### config.mk
export PLATFORM = sky130hd
export DESIGN_NAME = relu_rmw_stage
export DESIGN_NICKNAME = d
export VERILOG_FILES = /design/src/rtl/relu_rmw_pkg.sv /design/src/rtl/relu_rd_sweep.sv /design/src/rtl/relu_tag_delay.sv /design/src/rtl/relu_clamp_pipe.sv /design/src/rtl/relu_rmw_stage.sv
export SDC_FILE = /design/constraint.sdc
export NUM_CORES = 1
export LEC_CHECK = 0
export ABC_AREA = 1
export BUFFER_PORTS_ARGS = -buffer_cell sky130_fd_sc_hd__buf_2
export CORE_MARGIN = 8
export CORE_UTILIZATION = 42
export DETAILED_ROUTE_END_ITERATION = 8
export PLACE_DENSITY = 0.72
export REMOVE_ABC_BUFFERS = 1
export SETUP_SLACK_MARGIN = 0.3
export SLEW_MARGIN = 10
export SYNTH_ARGS = -nofsm -noshare
export SYNTH_HDL_FRONTEND = slang
export SYNTH_SLANG_ARGS = --single-unit
### constraint.sdc
create_clock -name clk -period 1.2 [get_ports clk]
set_input_delay 0.06 -clock clk [delete_from_list [all_inputs] [get_ports clk]]
set_output_delay 0.06 -clock clk [all_outputs]
set_load 0.02 [all_outputs]
### src/rtl/relu_rmw_pkg.sv
package relu_rmw_pkg;

    typedef enum logic [1:0] {
        ST_IDLE   = 2'd0,
        ST_SWEEP  = 2'd1,
        ST_DRAIN  = 2'd2,
        ST_FINISH = 2'd3
    } relu_state_e;

endpackage

### src/rtl/relu_rd_sweep.sv
module relu_rd_sweep #(
    parameter int MEM_AW = 8,
    parameter int BASE   = 0,
    parameter int DEPTH  = 64
) (
    input  logic              clk,
    input  logic              rst_n,
    input  logic              go,
    output logic [MEM_AW-1:0] addr,
    output logic              last
);
    localparam int CW = (DEPTH > 1) ? $clog2(DEPTH) : 1;
    localparam logic [CW-1:0] LAST_IDX = CW'(DEPTH - 1);

    logic [CW-1:0] idx_q;

    always_ff @(posedge clk or negedge rst_n) begin
        if (!rst_n) begin
            idx_q <= '0;
        end else if (!go) begin
            idx_q <= '0;
        end else if (idx_q != LAST_IDX) begin
            idx_q <= idx_q + 1'b1;
        end
    end

    assign addr = MEM_AW'(BASE) + MEM_AW'(idx_q);
    assign last = (idx_q == LAST_IDX);

    // while sweeping, the address stays inside the window
    p_read_window_r2: assert property (@(posedge clk) disable iff (!rst_n)
        go |-> (addr >= MEM_AW'(BASE)) && (addr <= MEM_AW'(BASE + DEPTH - 1)));

endmodule

### src/rtl/relu_tag_delay.sv
module relu_tag_delay #(
    parameter int MEM_AW = 8,
    parameter int STAGES = 1
) (
    input  logic              clk,
    input  logic              rst_n,
    input  logic              in_valid,
    input  logic [MEM_AW-1:0] in_addr,
    output logic              out_valid,
    output logic [MEM_AW-1:0] out_addr
);
    logic              v_q [STAGES];
    logic [MEM_AW-1:0] a_q [STAGES];

    always_ff @(posedge clk or negedge rst_n) begin
        if (!rst_n) begin
            for (int i = 0; i < STAGES; i++) begin
                v_q[i] <= 1'b0;
                a_q[i] <= '0;
            end
        end else begin
            for (int i = STAGES - 1; i > 0; i--) begin
                v_q[i] <= v_q[i-1];
                a_q[i] <= a_q[i-1];
            end
            v_q[0] <= in_valid;
            a_q[0] <= in_addr;
        end
    end

    assign out_valid = v_q[STAGES-1];
    assign out_addr  = a_q[STAGES-1];

endmodule

### src/rtl/relu_clamp_pipe.sv
module relu_clamp_pipe #(
    parameter int DATA_W = 16,
    parameter int MEM_AW = 8,
    parameter int STAGES = 1
) (
    input  logic              clk,
    input  logic              rst_n,
    input  logic              in_valid,
    input  logic [MEM_AW-1:0] in_addr,
    input  logic [DATA_W-1:0] in_data,
    output logic              out_valid,
    output logic [MEM_AW-1:0] out_addr,
    output logic [DATA_W-1:0] out_data
);
    logic              v_q [STAGES];
    logic [MEM_AW-1:0] a_q [STAGES];
    logic [DATA_W-1:0] d_q [STAGES];
    logic [DATA_W-1:0] rect;

    assign rect = in_data[DATA_W-1] ? '0 : in_data;

    always_ff @(posedge clk or negedge rst_n) begin
        if (!rst_n) begin
            for (int i = 0; i < STAGES; i++) begin
                v_q[i] <= 1'b0;
                a_q[i] <= '0;
                d_q[i] <= '0;
            end
        end else begin
            for (int i = STAGES - 1; i > 0; i--) begin
                v_q[i] <= v_q[i-1];
                a_q[i] <= a_q[i-1];
                d_q[i] <= d_q[i-1];
            end
            v_q[0] <= in_valid;
            a_q[0] <= in_addr;
            d_q[0] <= rect;
        end
    end

    assign out_valid = v_q[STAGES-1];
    assign out_addr  = a_q[STAGES-1];
    assign out_data  = d_q[STAGES-1];

    // a written word never carries the sign bit
    p_nonneg_out_r4: assert property (@(posedge clk) disable iff (!rst_n)
        out_valid |-> !out_data[DATA_W-1]);

endmodule

### src/rtl/relu_rmw_stage.sv
module relu_rmw_stage
    import relu_rmw_pkg::*;
#(
    parameter int DATA_W = 16,
    parameter int MEM_AW = 8,
    parameter int BASE   = 0,
    parameter int DEPTH  = 64,
    parameter int RD_LAT = 1,
    parameter int PIPE_D = 1
) (
    input  logic              clk,
    input  logic              rst_n,
    input  logic              start,
    output logic              busy,
    output logic              done,
    output logic              rd_en,
    output logic [MEM_AW-1:0] rd_addr,
    input  logic [DATA_W-1:0] rd_data,
    output logic              wr_en,
    output logic [MEM_AW-1:0] wr_addr,
    output logic [DATA_W-1:0] wr_data
);
    localparam logic [MEM_AW-1:0] LAST_ADDR = MEM_AW'(BASE + DEPTH - 1);
    localparam int WCW = $clog2(DEPTH + 1);

    relu_state_e state_q, state_d;
    logic        sweep_last;
    logic        tag_valid;
    logic [MEM_AW-1:0] tag_addr;
    logic        final_write;

    // State register
    always_ff @(posedge clk or negedge rst_n) begin
        if (!rst_n) state_q <= ST_IDLE;
        else        state_q <= state_d;
    end

    assign final_write = wr_en && (wr_addr == LAST_ADDR);

    // Next-state logic
    always_comb begin
        state_d = state_q;
        unique case (state_q)
            ST_IDLE:   if (start)       state_d = ST_SWEEP;
            ST_SWEEP:  if (sweep_last)  state_d = ST_DRAIN;
            ST_DRAIN:  if (final_write) state_d = ST_FINISH;
            ST_FINISH:                  state_d = ST_IDLE;
        endcase
    end

    // Output decode
    always_comb begin
        busy  = 1'b0;
        done  = 1'b0;
        rd_en = 1'b0;
        unique case (state_q)
            ST_IDLE:   ;
            ST_SWEEP:  begin busy = 1'b1; rd_en = 1'b1; end
            ST_DRAIN:  busy = 1'b1;
            ST_FINISH: begin busy = 1'b1; done = 1'b1; end
        endcase
    end

    relu_rd_sweep #(
        .MEM_AW (MEM_AW),
        .BASE   (BASE),
        .DEPTH  (DEPTH)
    ) u_sweep (
        .clk   (clk),
        .rst_n (rst_n),
        .go    (rd_en),
        .addr  (rd_addr),
        .last  (sweep_last)
    );

    relu_tag_delay #(
        .MEM_AW (MEM_AW),
        .STAGES (RD_LAT)
    ) u_tags (
        .clk       (clk),
        .rst_n     (rst_n),
        .in_valid  (rd_en),
        .in_addr   (rd_addr),
        .out_valid (tag_valid),
        .out_addr  (tag_addr)
    );

    relu_clamp_pipe #(
        .DATA_W (DATA_W),
        .MEM_AW (MEM_AW),
        .STAGES (PIPE_D)
    ) u_clamp (
        .clk       (clk),
        .rst_n     (rst_n),
        .in_valid  (tag_valid),
        .in_addr   (tag_addr),
        .in_data   (rd_data),
        .out_valid (wr_en),
        .out_addr  (wr_addr),
        .out_data  (wr_data)
    );

    // Write tally used by the completion check
    logic [WCW-1:0] wr_total_q;
    always_ff @(posedge clk or negedge rst_n) begin
        if (!rst_n)                wr_total_q <= '0;
        else if (state_q == ST_IDLE) wr_total_q <= '0;
        else if (wr_en)            wr_total_q <= wr_total_q + 1'b1;
    end

    // done lasts one cycle
    p_done_single_r6: assert property (@(posedge clk) disable iff (!rst_n)
        done |=> !done);

    // no memory traffic unless the stage owns the memory
    p_idle_quiet_r8: assert property (@(posedge clk) disable iff (!rst_n)
        !busy |-> (!rd_en && !wr_en));

    // back-to-back reads advance by one
    p_read_step_r2: assert property (@(posedge clk) disable iff (!rst_n)
        (rd_en && $past(rd_en)) |-> (rd_addr == $past(rd_addr) + 1'b1));

    // back-to-back writes advance by one, so none repeats
    p_write_step_r5: assert property (@(posedge clk) disable iff (!rst_n)
        (wr_en && $past(wr_en)) |-> (wr_addr == $past(wr_addr) + 1'b1));

    // done only once every location has been written
    p_done_all_written_r5: assert property (@(posedge clk) disable iff (!rst_n)
        done |-> (wr_total_q == WCW'(DEPTH)));

    // start during a run does not end or restart it
    p_start_ignored_r7: assert property (@(posedge clk) disable iff (!rst_n)
        (busy && !done && start) |=> busy);

endmodule

After elaboration in Yosys (flattened, before gate mapping):

Index checks and enable logic that the tools add are counted.
Widths: inputs -> output; s select.

* register bits after elaboration: 38
* bits of input ports: 19
* output and inout bits: 36
* word-level logic and storage cells: 32

* add/sub/neg operators: 1
* equality and inequality tests: 10
* muxes and demuxes: 10
* reduce and logical (&&, ||, !) cells: 4

Operators with widths (count)
* $mux 15: 1
* $eq 6x6->1 const B: 2
* $mux 6: 2
* $ne 2x2->1 const B: 4
* $pmux 2 s4: 1
* $add 6x1->6 const B: 1
* $mux 2: 3
* $ne 6x6->1 const B: 1
* $eq 2x2->1 const B: 2
* $mux 1: 3
* $reduce_and 3->1: 1
* $reduce_or 3->1: 1
* $eq 2x1->1 const B: 1
* $logic_not 2->1: 1
* $logic_and 1x1->1: 1

Logic depth before layout (Yosys ltp):

* depth after elaboration: 4
* mapped depth: 7
* depth with buffers taken out: 7

Modules after synthesis:

From an unflattened synthesis, not the netlist that was laid out.

* cells, all modules: 141
* area, all modules: 1555.2 sq um

Modules (own cells, without submodules)
* relu_clamp_pipe: instances 1, cells an instance 57, area each 735.7 sq um
* relu_rd_sweep: instances 1, cells an instance 43, area each 374.1 sq um
* relu_tag_delay: instances 1, cells an instance 9, area each 225.2 sq um
* relu_rmw_stage: instances 1, cells an instance 32, area each 220.2 sq um

Worst setup path before layout:

Ideal clock, no wire load.

* kind: register -> register
* from: reg state_q[1]
* to: reg state_q[0]
* setup time: 0.117 ns
* arrival time: 1.312 ns
* required time: 1.083 ns
* setup slack: -0.229 ns
* cell stages (with the launch flop): 7
* period minus slack after synthesis: 1.429 ns
* cells stage by stage: dfrtp_1 inv_1 ha_1 inv_1 o21bai_4 nand4_1 nand2_1

* cells in the longest elaborated chain, start to end: 3
* elaborated cells on any way between the ends: 9
* classes of those cells: eq/ne (6); mux (1); reduce/logical (2)

Ends and longest elaborated chain
* start, declared: line relu_rmw_stage.sv:26 `relu_state_e state_q, state_d;`
* start signal, assigned: line relu_rmw_stage.sv:35 `else state_q <= state_d;`
* $eq 2x2->1 (tied with other cells): line relu_rmw_stage.sv:43 `unique case (state_q)`
* $ne 2x2->1 (no line)
* $reduce_and 3->1 (no line)

Parallel ways exist; a longest one is shown, timed or not.
A chain may end at the register's enable or synchronous reset.

Final worst setup path:

* from: reg state_q[0]
* to: reg state_q[0]

The elaborated chain is that of the path after synthesis.

==> qor.csv <==
metric;value;unit
Setup CP Type;reg -> reg;
chip height;74.1;µm
cell mode on critical path;nand2_2;
Post-synth top cells;37 x dfrtp_1, 21 x inv_1, 19 x nor2_1;
hpwl dp;2.21;mm
first drt pass iteration count;4;
violated checks;setup timing;
worst-path fanout max;4;
power per cell area;1800;nW/µm²
fin crit share;116;%
fraction of layout cells with a size suffix above 1;52.7;%
Area after DPL;1750;µm²
RSZ-0062 raised after global routing;true;
Initial DRC Count;54;
Area contributors post-synth;dfrtp_1 65%, inv_1 5.6%, ha_1 5.3%;
clock buffer depth;2;
max-cap violations;0;
Post-Syn Area;1420;µm²
CTS Sinks;37;
FFs w/ async S/R, synth;100;%
DR WL/cell;16.3;µm
Crit-path slowest cell;dfrtp_2;
Final Cell Area;2480;µm²
placer congestion estimate;0.826;
latest clock arrival within the worst-skew pair;350;ps
Largest stage delay, worst path;470;ps
clk_skew;7.24;ps
Layout Utilization;75.6;%
CP Data Arrival Time;1650;ps
Synth cell types;23;
Synth top area share;65.3;%
Final setup viols;10;
Startpoint Class;register;
CP Data Required Time;1450;ps
Post-Layout Cell Count;270;
vias in the first global route;1294;
Ports;55;
die area;5490;µm²
Final Max Tran Viols;0;
final net count;248;
number of synthesized register bits;37;
Post-Synthesis Cells;127;
count leader, synth;dfrtp_1;
Final Critical Period;1400;ps
VDD IR max;0.00118;V
antenna-violating nets left;0;
kind of end point of the critical path;register;
row cnt;21;
I/O Buffers;49;
Top FF cell, synth;dfrtp_1;
Initial Util;43.2;%
CTS tree;built;
worst-path cell chain;inv_4 > buf_4 > ha_1 > nand2_1 > nand3_2 > nand2_2 > nand2_2;
post-synthesis sequential area ratio;65.3;%
H-tree depth;2;
vias;1214;
dominant cell type by area after synthesis;dfrtp_1;
total CTS buffers;5;
Hold Crit Class;in -> reg;
LEAKAGE;1.28;nW
Vias/cell;4.50;
n_diodes;0;
syn_area_per_cell;11.2;µm²
GRT Util Overall;16.1;%
DIE WIDTH;74.1;µm
outcome;finished, violations left;
P&R area growth vs syn;75.1;%
Detailed Route WL;4.39;mm
number of synthesized flops with an enable pin;0;
Inst Count DP;227;
pre-CTS WS;-93.4;ps
YS warnings;0;
total congestion overflow;0;
clk slew on worst S/H paths;110;ps
antenna violations before repair;0;
# DRC;0;
Setup WS post-layout;-197;ps
Fin. Hold Viols;0;
root buf cell;clkbuf_4;
first-pass GRT wire length;6.20;mm
f_max;716;MHz
core area;3280;µm²
largest net degree at the start of global routing;38;
## per-stage QoR
step                power, mW  hold WS, ps  TNS [ps]
floorplan                2.13         -236     -1010
global placement         2.49          109     -49.8
detailed placement       2.54          122      -253
CTS                      4.00         27.5      -449
global route             4.66         55.6     -1640
finish                   4.47         45.7     -1000
## final timing paths
kind | slack [ps] | from | cells after the start | endpoint
setup / recovery | -200 | state_q[0]$_DFFE_PN0P_ | 7 | state_q[0]$_DFFE_PN0P_
hold / removal | 50 | rd_data[15] | 2 | u_clamp.out_data[0]$_DFF_PN0_
setup reg to reg | -200 | state_q[0]$_DFFE_PN0P_ | 7 | state_q[0]$_DFFE_PN0P_
hold reg to reg | 360 | u_tags.out_addr[0]$_DFF_PN0_ | 0 | u_clamp.out_addr[0]$_DFF_PN0_
max in group asynchronous | 590 | rst_n | 3 | u_sweep.idx_q[3]$_DFFE_PN0P_
min in group asynchronous | 280 | rst_n | 3 | u_tags.out_addr[5]$_DFF_PN0_
## worst max-delay path: cells and delay by family, from the launching register on
family / cells / cell delay [ps]
flip-flops: 1 / 470
AND/OR/NAND/NOR: 4 / 450
buffers and inverters: 2 / 200
adder cells (fa/ha/maj): 1 / 180
## metal layers
metal / share of wire [%] / global-route usage [%]
met5: 0 / 0
met4: 4.5 / 12.4
met3: 4.6 / 3.91
met2: 55 / 29.3
met1: 36 / 15.2
## cell type report
class | instances | area (µm²)
inverters | 22 | 87.6
fillers | 193 | 802
flip-flops and latches | 37 | 930
clock buffers | 7 | 55.1
clock inverters | 1 | 30.0
well taps | 46 | 57.6
multi-input cells | 66 | 494
repair buffers | 91 | 828
## logic make-up after synthesis
logic type / Yosys count / synth area share (%)
adder cells (fa/ha/maj): 6 / 5.30
buffers and inverters: 28 / 8.74
flip-flops: 37 / 65.3
XOR/XNOR: 3 / 1.85
AND/OR/NAND/NOR: 46 / 14.9
AO/OA/AOI/OAI: 6 / 3.62
other: 1 / 0.265
## registers in the layout, summed over array words and instances, names as in the netlist
register	flops
u_sweep.idx_q	6
u_clamp.out_addr	6
u_clamp.out_data	15
u_tags.out_valid	1
state_q	2
u_tags.out_addr	6
u_clamp.out_valid	1
## cells in the final DEF, fill, tap and decap left out, types with 2 or more instances in the layout
| master | count |
|---|---|
| nor2_1 | 17 |
| inv_2 | 3 |
| buf_6 | 40 |
| ha_2 | 2 |
| buf_2 | 18 |
| nand4_1 | 2 |
| ha_4 | 3 |
| clkbuf_4 | 5 |
| nand3_2 | 3 |
| nand2_1 | 10 |
| conb_1 | 5 |
| nor2_4 | 3 |
| o21ai_2 | 4 |
| dfrtp_2 | 3 |
| dfrtp_1 | 34 |
| dlygate4sd3_1 | 16 |
| inv_1 | 17 |
| inv_4 | 2 |
| buf_4 | 17 |
| nand2_2 | 6 |
| xor2_1 | 2 |
## where the power goes
group | switching (mW) | internal, mW | total [mW] | leakage [nW]
Combinational | 0.976 | 1.02 | 2.00 | 0.751
Clock | 0.408 | 0.497 | 0.906 | 0.0455
Sequential | 0.146 | 1.42 | 1.57 | 0.487
Total | 1.53 | 2.94 | 4.47 | 1.28
## what timing repair did
action                                  CTS  global route
buffers inserted                          9            10
gates cloned                              0             0
gates resized for setup                  89            17
endpoints found under the setup margin   40            40
endpoints found under the hold margin    52             0
pin swaps                                 8            11
hold buffers                             16             0
No activity file was read; power rests on OpenSTA's default activity.
